**src/rtl/l2lf_pkg.sv**
```systemverilog
package l2lf_pkg;
   localparam int MAC_W = 48;
   typedef logic [MAC_W-1:0] mac_t;
endpackage

```
**src/rtl/l2lf_match.sv**
```systemverilog
module l2lf_match
   import l2lf_pkg::*;
#(
   parameter int DEPTH  = 8,
   parameter int PORT_W = 2,
   localparam int IDX_W = (DEPTH > 1) ? $clog2(DEPTH) : 1
) (
   input  mac_t                          key,
   input  logic [DEPTH-1:0]              ent_vld,
   input  logic [DEPTH-1:0][MAC_W-1:0]   ent_mac,
   input  logic [DEPTH-1:0][PORT_W-1:0]  ent_port,
   output logic [DEPTH-1:0]              hit_vec,
   output logic                          hit,
   output logic [PORT_W-1:0]             hit_port,
   output logic [IDX_W-1:0]              hit_idx
);
   // one comparator per entry, all in parallel
   for (genvar g = 0; g < DEPTH; g++) begin : g_cmp
      assign hit_vec[g] = ent_vld[g] && (ent_mac[g] == key);
   end

   assign hit = |hit_vec;

   // entries are unique, so an OR of the selected fields is a mux
   always_comb begin
      hit_port = '0;
      hit_idx  = '0;
      for (int i = 0; i < DEPTH; i++) begin
         if (hit_vec[i]) begin
            hit_port = hit_port | ent_port[i];
            hit_idx  = hit_idx | IDX_W'(i);
         end
      end
   end
endmodule

```
**src/rtl/l2lf_free_pick.sv**
```systemverilog
module l2lf_free_pick #(
   parameter int DEPTH = 8,
   localparam int IDX_W = (DEPTH > 1) ? $clog2(DEPTH) : 1
) (
   input  logic [DEPTH-1:0] ent_vld,
   output logic             any_free,
   output logic [IDX_W-1:0] free_idx
);
   assign any_free = ~&ent_vld;

   // scan downward so the lowest empty slot is the one left standing
   always_comb begin
      free_idx = '0;
      for (int i = DEPTH - 1; i >= 0; i--) begin
         if (!ent_vld[i]) free_idx = IDX_W'(i);
      end
   end
endmodule

```
**src/rtl/l2_learn_fwd.sv**
```systemverilog
module l2_learn_fwd
   import l2lf_pkg::*;
#(
   parameter int NUM_PORTS = 4,
   parameter int DEPTH     = 8,
   parameter int CNT_W     = 8,
   parameter bit SAT_DROP  = 1'b1,
   localparam int PORT_W   = (NUM_PORTS > 1) ? $clog2(NUM_PORTS) : 1,
   localparam int IDX_W    = (DEPTH > 1) ? $clog2(DEPTH) : 1
) (
   input  logic                 clk,
   input  logic                 rst_n,
   input  logic [MAC_W-1:0]     own_mac,
   input  logic                 desc_valid,
   output logic                 desc_ready,
   input  logic [MAC_W-1:0]     desc_dst,
   input  logic [MAC_W-1:0]     desc_src,
   input  logic [PORT_W-1:0]    desc_port,
   output logic                 res_valid,
   output logic [NUM_PORTS-1:0] res_egress,
   output logic                 res_hit,
   output logic                 res_to_cpu,
   output logic [CNT_W-1:0]     learn_drop_cnt
);
   // elaboration-time parameter checks
   if (NUM_PORTS < 2) begin : g_bad_ports
      $error("l2_learn_fwd: NUM_PORTS must be at least 2");
   end
   if (DEPTH < 2) begin : g_bad_depth
      $error("l2_learn_fwd: DEPTH must be at least 2");
   end
   if (CNT_W < 1) begin : g_bad_cnt
      $error("l2_learn_fwd: CNT_W must be at least 1");
   end

   // binding table
   logic [DEPTH-1:0]             tbl_vld;
   logic [DEPTH-1:0][MAC_W-1:0]  tbl_mac;
   logic [DEPTH-1:0][PORT_W-1:0] tbl_port;

   logic                 accept;
   logic [DEPTH-1:0]     dst_vec, src_vec;
   logic                 dst_hit, src_hit;
   logic [PORT_W-1:0]    dst_port, src_port_unused;
   logic [IDX_W-1:0]     dst_idx_unused, src_idx;
   logic                 any_free;
   logic [IDX_W-1:0]     free_idx;
   logic                 for_cpu;
   logic [NUM_PORTS-1:0] flood_bm, hit_bm, egress_nxt;
   logic                 drop_evt;

   assign desc_ready = 1'b1;
   assign accept     = desc_valid && desc_ready;

   l2lf_match #(.DEPTH(DEPTH), .PORT_W(PORT_W)) u_dst_look (
      .key      (desc_dst),
      .ent_vld  (tbl_vld),
      .ent_mac  (tbl_mac),
      .ent_port (tbl_port),
      .hit_vec  (dst_vec),
      .hit      (dst_hit),
      .hit_port (dst_port),
      .hit_idx  (dst_idx_unused)
   );

   l2lf_match #(.DEPTH(DEPTH), .PORT_W(PORT_W)) u_src_look (
      .key      (desc_src),
      .ent_vld  (tbl_vld),
      .ent_mac  (tbl_mac),
      .ent_port (tbl_port),
      .hit_vec  (src_vec),
      .hit      (src_hit),
      .hit_port (src_port_unused),
      .hit_idx  (src_idx)
   );

   l2lf_free_pick #(.DEPTH(DEPTH)) u_free (
      .ent_vld  (tbl_vld),
      .any_free (any_free),
      .free_idx (free_idx)
   );

   // forwarding decision
   assign for_cpu  = (desc_dst == own_mac);
   assign hit_bm   = NUM_PORTS'(1) << dst_port;
   assign flood_bm = {NUM_PORTS{1'b1}} ^ (NUM_PORTS'(1) << desc_port);

   always_comb begin
      if (for_cpu)      egress_nxt = '0;
      else if (dst_hit) egress_nxt = hit_bm;
      else              egress_nxt = flood_bm;
   end

   always_ff @(posedge clk or negedge rst_n) begin
      if (!rst_n) begin
         res_valid  <= 1'b0;
         res_egress <= '0;
         res_hit    <= 1'b0;
         res_to_cpu <= 1'b0;
      end else begin
         res_valid <= accept;
         if (accept) begin
            res_egress <= egress_nxt;
            res_hit    <= dst_hit && !for_cpu;
            res_to_cpu <= for_cpu;
         end
      end
   end

   // learning: move a known source, insert an unknown one, else drop
   always_ff @(posedge clk or negedge rst_n) begin
      if (!rst_n) begin
         tbl_vld  <= '0;
         tbl_mac  <= '0;
         tbl_port <= '0;
      end else if (accept) begin
         if (src_hit) begin
            tbl_port[src_idx] <= desc_port;
         end else if (any_free) begin
            tbl_vld[free_idx]  <= 1'b1;
            tbl_mac[free_idx]  <= desc_src;
            tbl_port[free_idx] <= desc_port;
         end
      end
   end

   assign drop_evt = accept && !src_hit && !any_free;

   if (SAT_DROP) begin : g_sat_cnt
      always_ff @(posedge clk or negedge rst_n) begin
         if (!rst_n)                                  learn_drop_cnt <= '0;
         else if (drop_evt && (learn_drop_cnt != '1)) learn_drop_cnt <= learn_drop_cnt + 1'b1;
      end

      drop_mono_chk: assert property (@(posedge clk) disable iff (!rst_n)
         1'b1 |=> learn_drop_cnt >= $past(learn_drop_cnt));
   end else begin : g_wrap_cnt
      always_ff @(posedge clk or negedge rst_n) begin
         if (!rst_n)        learn_drop_cnt <= '0;
         else if (drop_evt) learn_drop_cnt <= learn_drop_cnt + 1'b1;
      end
   end


   res_follow_chk: assert property (@(posedge clk) disable iff (!rst_n)
      accept |=> res_valid);

   res_idle_chk: assert property (@(posedge clk) disable iff (!rst_n)
      !accept |=> !res_valid);

   hit_single_chk: assert property (@(posedge clk) disable iff (!rst_n)
      (res_valid && res_hit) |-> ($countones(res_egress) == 1 && !res_to_cpu));

   flood_width_chk: assert property (@(posedge clk) disable iff (!rst_n)
      (res_valid && !res_hit && !res_to_cpu) |-> ($countones(res_egress) == NUM_PORTS - 1));

   cpu_quiet_chk: assert property (@(posedge clk) disable iff (!rst_n)
      (res_valid && res_to_cpu) |-> (res_egress == '0 && !res_hit));

   unique_entry_chk: assert property (@(posedge clk) disable iff (!rst_n)
      $onehot0(dst_vec) && $onehot0(src_vec));

   drop_when_full_chk: assert property (@(posedge clk) disable iff (!rst_n)
      (learn_drop_cnt != $past(learn_drop_cnt)) |-> $past(&tbl_vld));
endmodule

```
**config.mk**
```make
export PLATFORM = sky130hd
export DESIGN_NAME = l2_learn_fwd
export DESIGN_NICKNAME = d
export VERILOG_FILES = /design/src/rtl/l2lf_pkg.sv /design/src/rtl/l2lf_match.sv /design/src/rtl/l2lf_free_pick.sv /design/src/rtl/l2_learn_fwd.sv
export SDC_FILE = /design/constraint.sdc
export NUM_CORES = 1
export LEC_CHECK = 0
export ABC_AREA = 1
export BUFFER_PORTS_ARGS = -buffer_cell sky130_fd_sc_hd__clkbuf_2
export CAP_MARGIN = 20
export CORE_ASPECT_RATIO = 1.75
export CORE_MARGIN = 4
export CORE_UTILIZATION = 40
export DETAILED_ROUTE_END_ITERATION = 8
export HOLD_SLACK_MARGIN = 0.12
export PLACE_DENSITY_LB_ADDON = 0.3
export SYNTH_ARGS = -nofsm -noshare
export SYNTH_HDL_FRONTEND = slang
export SYNTH_SLANG_ARGS = --single-unit
```
**constraint.sdc**
```tcl
create_clock -name clk -period 2.4 [get_ports clk]
set_input_delay 0.12 -clock clk [delete_from_list [all_inputs] [get_ports clk]]
set_output_delay 0.12 -clock clk [all_outputs]
set_load 0.01 [all_outputs]
```
==> results list, run 1 <==
* Pin count of the biggest net entering global routing: 66
- Cell Area, Synth: 29410 sq um
* Count of cell types in the netlist: 34
- Synthesis produced 4606 cells.
- Including well taps, the total number of placed cells is 6614.
- Starting utilization of the core area: 0.4032
- Die height: roughly 370 um
- Yosys Warn Count: 0
- Number of sinks handled by clock tree synthesis: 423
- The run stopped with a tool error.
* Stop err: [ERROR GRT-0116] Global routing finished with congestion. Check the congestion regions in the DRC Viewer.
* Clock root buffer master: clkbuf_16
- CTS H-tree depth: 2
* First-pass GRT wire length: 450.9 mm
- The die is 213.0 um wide.
- For this run, the total global-route usage over all layers was measured as 0.7851.
* Routability congestion estimate from global placement: 1.210
* Flop and latch count out of synthesis: 423
* Setup slack at placement: -905.2 ps
* Post-synthesis net count: 4756
- Number of placement rows: 131
- Syn avg cell area: 6.384 sq um
- Detailed placement finished with a half-perimeter wire length of 193.3 mm.
- For this run, the register share of the synthesized area comes to 0.3600.
- Global routing finished with a remaining overflow of 908.
- Last flow stage reached: global routing
* CTS Buf Count: 47
- The clock passes through at most 3 buffers.
- The count of buffers added on input and output ports is about 160.
- Via count of the first global-routing pass: a little under 50000
- Number of top-level pins: 165
==> what timing repair did <==
action,in CTS
hold endpoints to repair,675
cloned,23
resized for setup,310
endpoints found under the setup margin,421
hold buffers,84
pin swaps,52
buffers inserted,29
==> through the flow <==
| step | area (sq um) | utilization | hold slack, ps |
|---|---|---|---|
| after floorplan | 29410 | - | -175.6 |
| after global placement | 40340 | 0.5531 | 155.7 |
| after detailed placement | 40340 | 0.5531 | 153.0 |
| after CTS | 44720 | 0.6131 | -16.88 |
==> metal layers <==
metal  GRT usage  overflow
met3      0.6336         5
met2      0.9378       566
met1      0.7956         2
met5      0.2401         0
met4      0.7774       335
==> kinds of logic after synthesis <==
| kind of cell | share of synthesized area |
|---|---|
| other cells | 0.0001275 |
| simple gates | 0.3964 |
| xor+xnor | 0.06642 |
| compound gates | 0.07872 |
| flops | 0.3600 |
| buf+inv | 0.09795 |
| fa+ha+maj | 0.0004254 |
==> cells in the mapped netlist <==
cell / number / area share
nor2_1: 454 / 0.058
or2_2: 9 / 0.0019
o22ai_1: 109 / 0.023
xor2_1: 97 / 0.029
xnor2_1: 126 / 0.038
o21ai_0: 230 / 0.039
dfrtp_1: 423 / 0.36
nand2_2: 7 / 0.0015
o211ai_1: 1 / 0.00026
inv_2: 41 / 0.0052
a31oi_1: 1 / 0.00021
buf_6: 24 / 0.0092
ha_1: 1 / 0.00043
nand4_1: 23 / 0.0049
buf_1: 1 / 0.00013
buf_4: 68 / 0.017
o21ai_1: 60 / 0.010
a41oi_1: 1 / 0.00030
a21oi_1: 30 / 0.0051
clkinv_1: 9 / 0.0011
nand2_1: 1876 / 0.24
inv_1: 316 / 0.040
nand3_1: 486 / 0.083
a22o_1: 1 / 0.00030
nor4_1: 7 / 0.0015
nand3b_1: 3 / 0.00077
nor3b_1: 1 / 0.00026
nand2_4: 1 / 0.00038
buf_2: 55 / 0.0094
nor3_1: 22 / 0.0037
nor2_4: 2 / 0.00077
clkbuf_1: 119 / 0.015
conb_1: 1 / 0.00013
nor3_4: 1 / 0.00055
==> run 2, diff against run 1 <==
--- a/config.mk
+++ b/config.mk
@@ -8,12 +8,10 @@
 export ABC_AREA = 1
 export BUFFER_PORTS_ARGS = -buffer_cell sky130_fd_sc_hd__clkbuf_2
 export CAP_MARGIN = 20
-export CORE_ASPECT_RATIO = 1.75
 export CORE_MARGIN = 4
-export CORE_UTILIZATION = 40
+export CORE_UTILIZATION = 25
 export DETAILED_ROUTE_END_ITERATION = 8
-export HOLD_SLACK_MARGIN = 0.12
-export PLACE_DENSITY_LB_ADDON = 0.3
+export PLACE_DENSITY_LB_ADDON = 0.15
 export SYNTH_ARGS = -nofsm -noshare
 export SYNTH_HDL_FRONTEND = slang
 export SYNTH_SLANG_ARGS = --single-unit
==> run 2 against run 1 <==
  * The flow now finishes, with violations (negative setup slack)
  * Area after synthesis stayed put
  * Synthesized cell count stayed put
==> results list, run 2 <==
- Result of the run: finished, violations left (was stopped before the end)
- Violated checks: negative setup slack
* Worst path buffer plus inverter count: 6
- Biggest registers after layout: tbl_mac (384), tbl_port (16)
* Pin count of the biggest net entering global routing: 58
* Syn avg cell area: 6.384 sq um (unchanged)
* Rel. slew slack: 0.1500
* Post-CTS clock slew at the launch and capture registers of the worst setup and hold paths: 60 ps
- The clock tree buffer depth was 3 (unchanged).
- Post-detailed-placement cell area: 41210 sq um (was 40340 sq um)
- The number of pins exceeding their max-slew limit in the final report was 0.
- In the final layout, the share of cells above drive strength 1 is 0.2896.
- Cell repeated most along the worst path: buf_12
- The worst hold path belongs to the class input pin to flop.
- Setup repair after global routing could not meet its margin everywhere.
- Worst hold-check slack: 34.19 ps
- Number of gates on the worst path with buffers counted: 19
* Area Overhead vs Synth: 55.26%
* Cell-by-cell trace of the critical path: xnor2_4 -> buf_6 -> nand3_4 -> nor2_4 -> nand3_2 -> nor2_4 -> nand2_4 -> nand2_4 -> nor2_4 -> nand2_4 -> nor3_4 -> buf_12 -> buf_12 -> buf_12 -> nand2_8 -> buf_8 -> buf_12 -> nand2_1 -> nand2_1
* Post-layout worst setup margin: -559.0 ps
- The finished cells cover roughly 46000 sq um.
- Top post-synthesis cells by count: 1876 x nand2_1, 486 x nand3_1, 454 x nor2_1 (unchanged).
- Worst slew pin tran: 1271 ps
- Setup violations remaining at the end of the flow were counted as 421.
- In the layout the commonest cells are 1819 x nand2_1, 1047 x buf_4, 443 x nand3_1, 424 x nor2_1, 408 x dfrtp_1.
* Clock tree from TritonCTS: done
- The worst register-to-register path has a depth of 19.
- For this block, the routed nets add up to approximately 260 mm of wire.
* Core Region: 116500 sq um
* Dominant cell by count in the synthesized netlist: nand2_1 (unchanged)
- The number of distinct library cells after synthesis came to 34 (unchanged).
- Part of the cycle the worst path needs: 1.233
- Starting DRC count in detailed routing: 4798
- Count of nets after finishing: 6020
* Die Footprint: 123200 sq um
* Number of fill cells in the layout: 12670
* Worst setup SP type: flop
- The port buffer count is 163 (unchanged).
- The area of the mapped netlist came to 29410 sq um (unchanged).
- Critical path data required time: 3040 ps
- The synthesis warning total was 0 (unchanged).
* Top-area cell type share of the netlist area: 0.3600 (unchanged)
- Highest fanout seen on the critical path: 6
* Antenna violations before repair: 30
* Post-route DRC violation count: 0
- Worst clock skew: 37.12 ps
- Multi-input gate area in the final layout: 16660 sq um
- Clock root buffer master: clkbuf_16 (unchanged)
- The first global-routing pass estimated 336.3 mm of wire.
* Endpoint type of the worst setup path: flop
- Before antenna repair, the detailed router went through 6 iterations.
- Number of instances in the synthesized netlist: 4606 (unchanged)
- CTS H-tree depth: 2 (unchanged)
- Fmax: 0.3380 GHz
- HPWL after detailed placement: 201.8 mm (was 193.3 mm)
* CTS Buf Count: 59 (was 47)
* Fraction of registers with async set or reset after synthesis: 1.000 (unchanged)
- Routed len/inst: 34.65 um
- Min cycle time layout: 2959 ps
* Worst Hold Depth: 5
* Storage element area: roughly 11000 sq um
- The detailed router placed 39089 vias in this run.
- The number of enable-type register cells in the synthesized netlist came to 0 (unchanged).
- The library cell with the largest summed area after synthesis is dfrtp_1 (unchanged).
- Number of top-level pins: 165 (unchanged)
* Top post-synthesis cells by area: dfrtp_1 36%, nand2_1 24%, nand3_1 8.3%, nor2_1 5.8%, inv_1 4.0% (unchanged)
* Top cell family by delay on the critical path: simple AND/OR/NAND/NOR gates
- Part of the Yosys area used for sequential elements: 0.3600 (unchanged)
- Summed over all cells, the static leakage comes to about 0.023 uW.
- Number of sinks handled by clock tree synthesis: 423 (unchanged)
- Flop and latch count out of synthesis: 423 (unchanged)
- Peak VDD IR: 0.5335 mV
- Post-DRT Antenna Nets: 0
* Number of placement rows: 125 (was 131)
- At the later pin of the worst-skew pair, clock insertion delay measures 710 ps.
- CP Class: flop to flop
- Post-synthesis net count: 4756 (unchanged)
* Cell with the largest stage delay on the worst path: dfrtp_2
- Number of maximum-capacitance violations: 0
* Critical path arrival: 3600 ps
* Flip-flop cell with the highest count after synthesis: dfrtp_1 (unchanged)
- The via count of the first global-routing pass came to 37854.
* Most common cell after layout, fill and taps aside: nand2_1
- In this design, the stage delay of the slowest critical-path cell is 510 ps.
* Via-to-Cell Ratio: 5.245
- For this run the aggregate overflow at the end of global routing stands at 0.
- Across every metal layer, demand over resource in global routing totals 0.4099.
- The die height was 351.0 um (was 366.7 um).
- Number of flip-flops in the largest register: 384
* Power per Cell Area: between 400 and 500 nW/um^2
- More flip-flops sit in one register than any other, and that register is tbl_mac.
- The x dimension of the die is 351.0 um (was 213.0 um).
* Starting utilization of the core area: 0.2524 (was 0.4032)
- The number of endpoints with negative hold slack in the final report came to 0.
- Routability congestion estimate from global placement: 1.055 (was 1.210)
run 2: cell counts after synthesis:
Identical to the previous run, type by type.
run 2: layer usage:
layer / share of wire / global-route usage
met1: 0.40 / 0.5238
met5: 0.00016 / 0
met3: 0.084 / 0.07626
met4: 0.092 / 0.3032
met2: 0.42 / 0.6166
run 2: worst min-delay path, delay by kind of cell:
family	cells	cell delay, ps
simple gates	2	120
buf+inv	3	430
run 2: final timing paths:
path | startpoint | endpoint | slack [ps]
min reg2reg | tbl_mac[17] | tbl_mac[17] | 470
min | desc_src[44] | tbl_mac[284] | 30
max | tbl_mac[94] | tbl_mac[310] | -560
min in group asynchronous | rst_n | tbl_mac[172] | 460
max reg2reg | tbl_mac[94] | tbl_mac[310] | -560
max in group asynchronous | rst_n | tbl_mac[94] | 1180
run 2: final cells by class:
class,count,area share
Clock inverter,21,0.006139
Multi-Input combinational cell,3550,0.3649
Clock buffer,85,0.03670
Tap cell,1524,0.04176
Timing Repair Buffer,1470,0.2874
Sequential cell,423,0.2323
Antenna cell,14,0.0007673
Inverter,366,0.03009
run 2: where the power goes:
| part | switching, uW | internal [uW] |
|---|---|---|
| logic | 2800 | 1450 |
| registers | 95.8 | 7200 |
| clock network | 3980 | 5450 |
| total | 6880 | 14100 |
run 2: logic make-up after synthesis:
family                   share of synthesized area
AO/OA/AOI/OAI                              0.07872
AND/OR/NAND/NOR                             0.3964
other                                    0.0001275
XOR/XNOR                                   0.06642
adder cells (fa/ha/maj)                  0.0004254
buffers and inverters                      0.09795
flip-flops                                  0.3600
run 2: through the flow:
stage	total power (uW)	util	instances	setup WS [ps]	setup TNS, ps
floorplan	8619	-	4606	290.0	0
global placement	11350	0.3537	7205	-1295	-477890
detailed placement	11320	0.3537	7205	-1203	-436710
CTS	20970	0.3893	7433	-528.9	-173110
global route	21400	0.3916	7440	-592.3	-203130
finish	20980	0.3918	7453	-559.0	-184190
run 2: repair_timing:
item	4_1_cts	5_1_grt
hold endpoints to repair	609	0
setup endpoints to repair	421	421
pin swaps	40	8
gates cloned	18	3
resized for setup	183	80
setup buffers	28	7
hold buffers	78	0
Note: power is estimated with default switching activity, not from simulation.
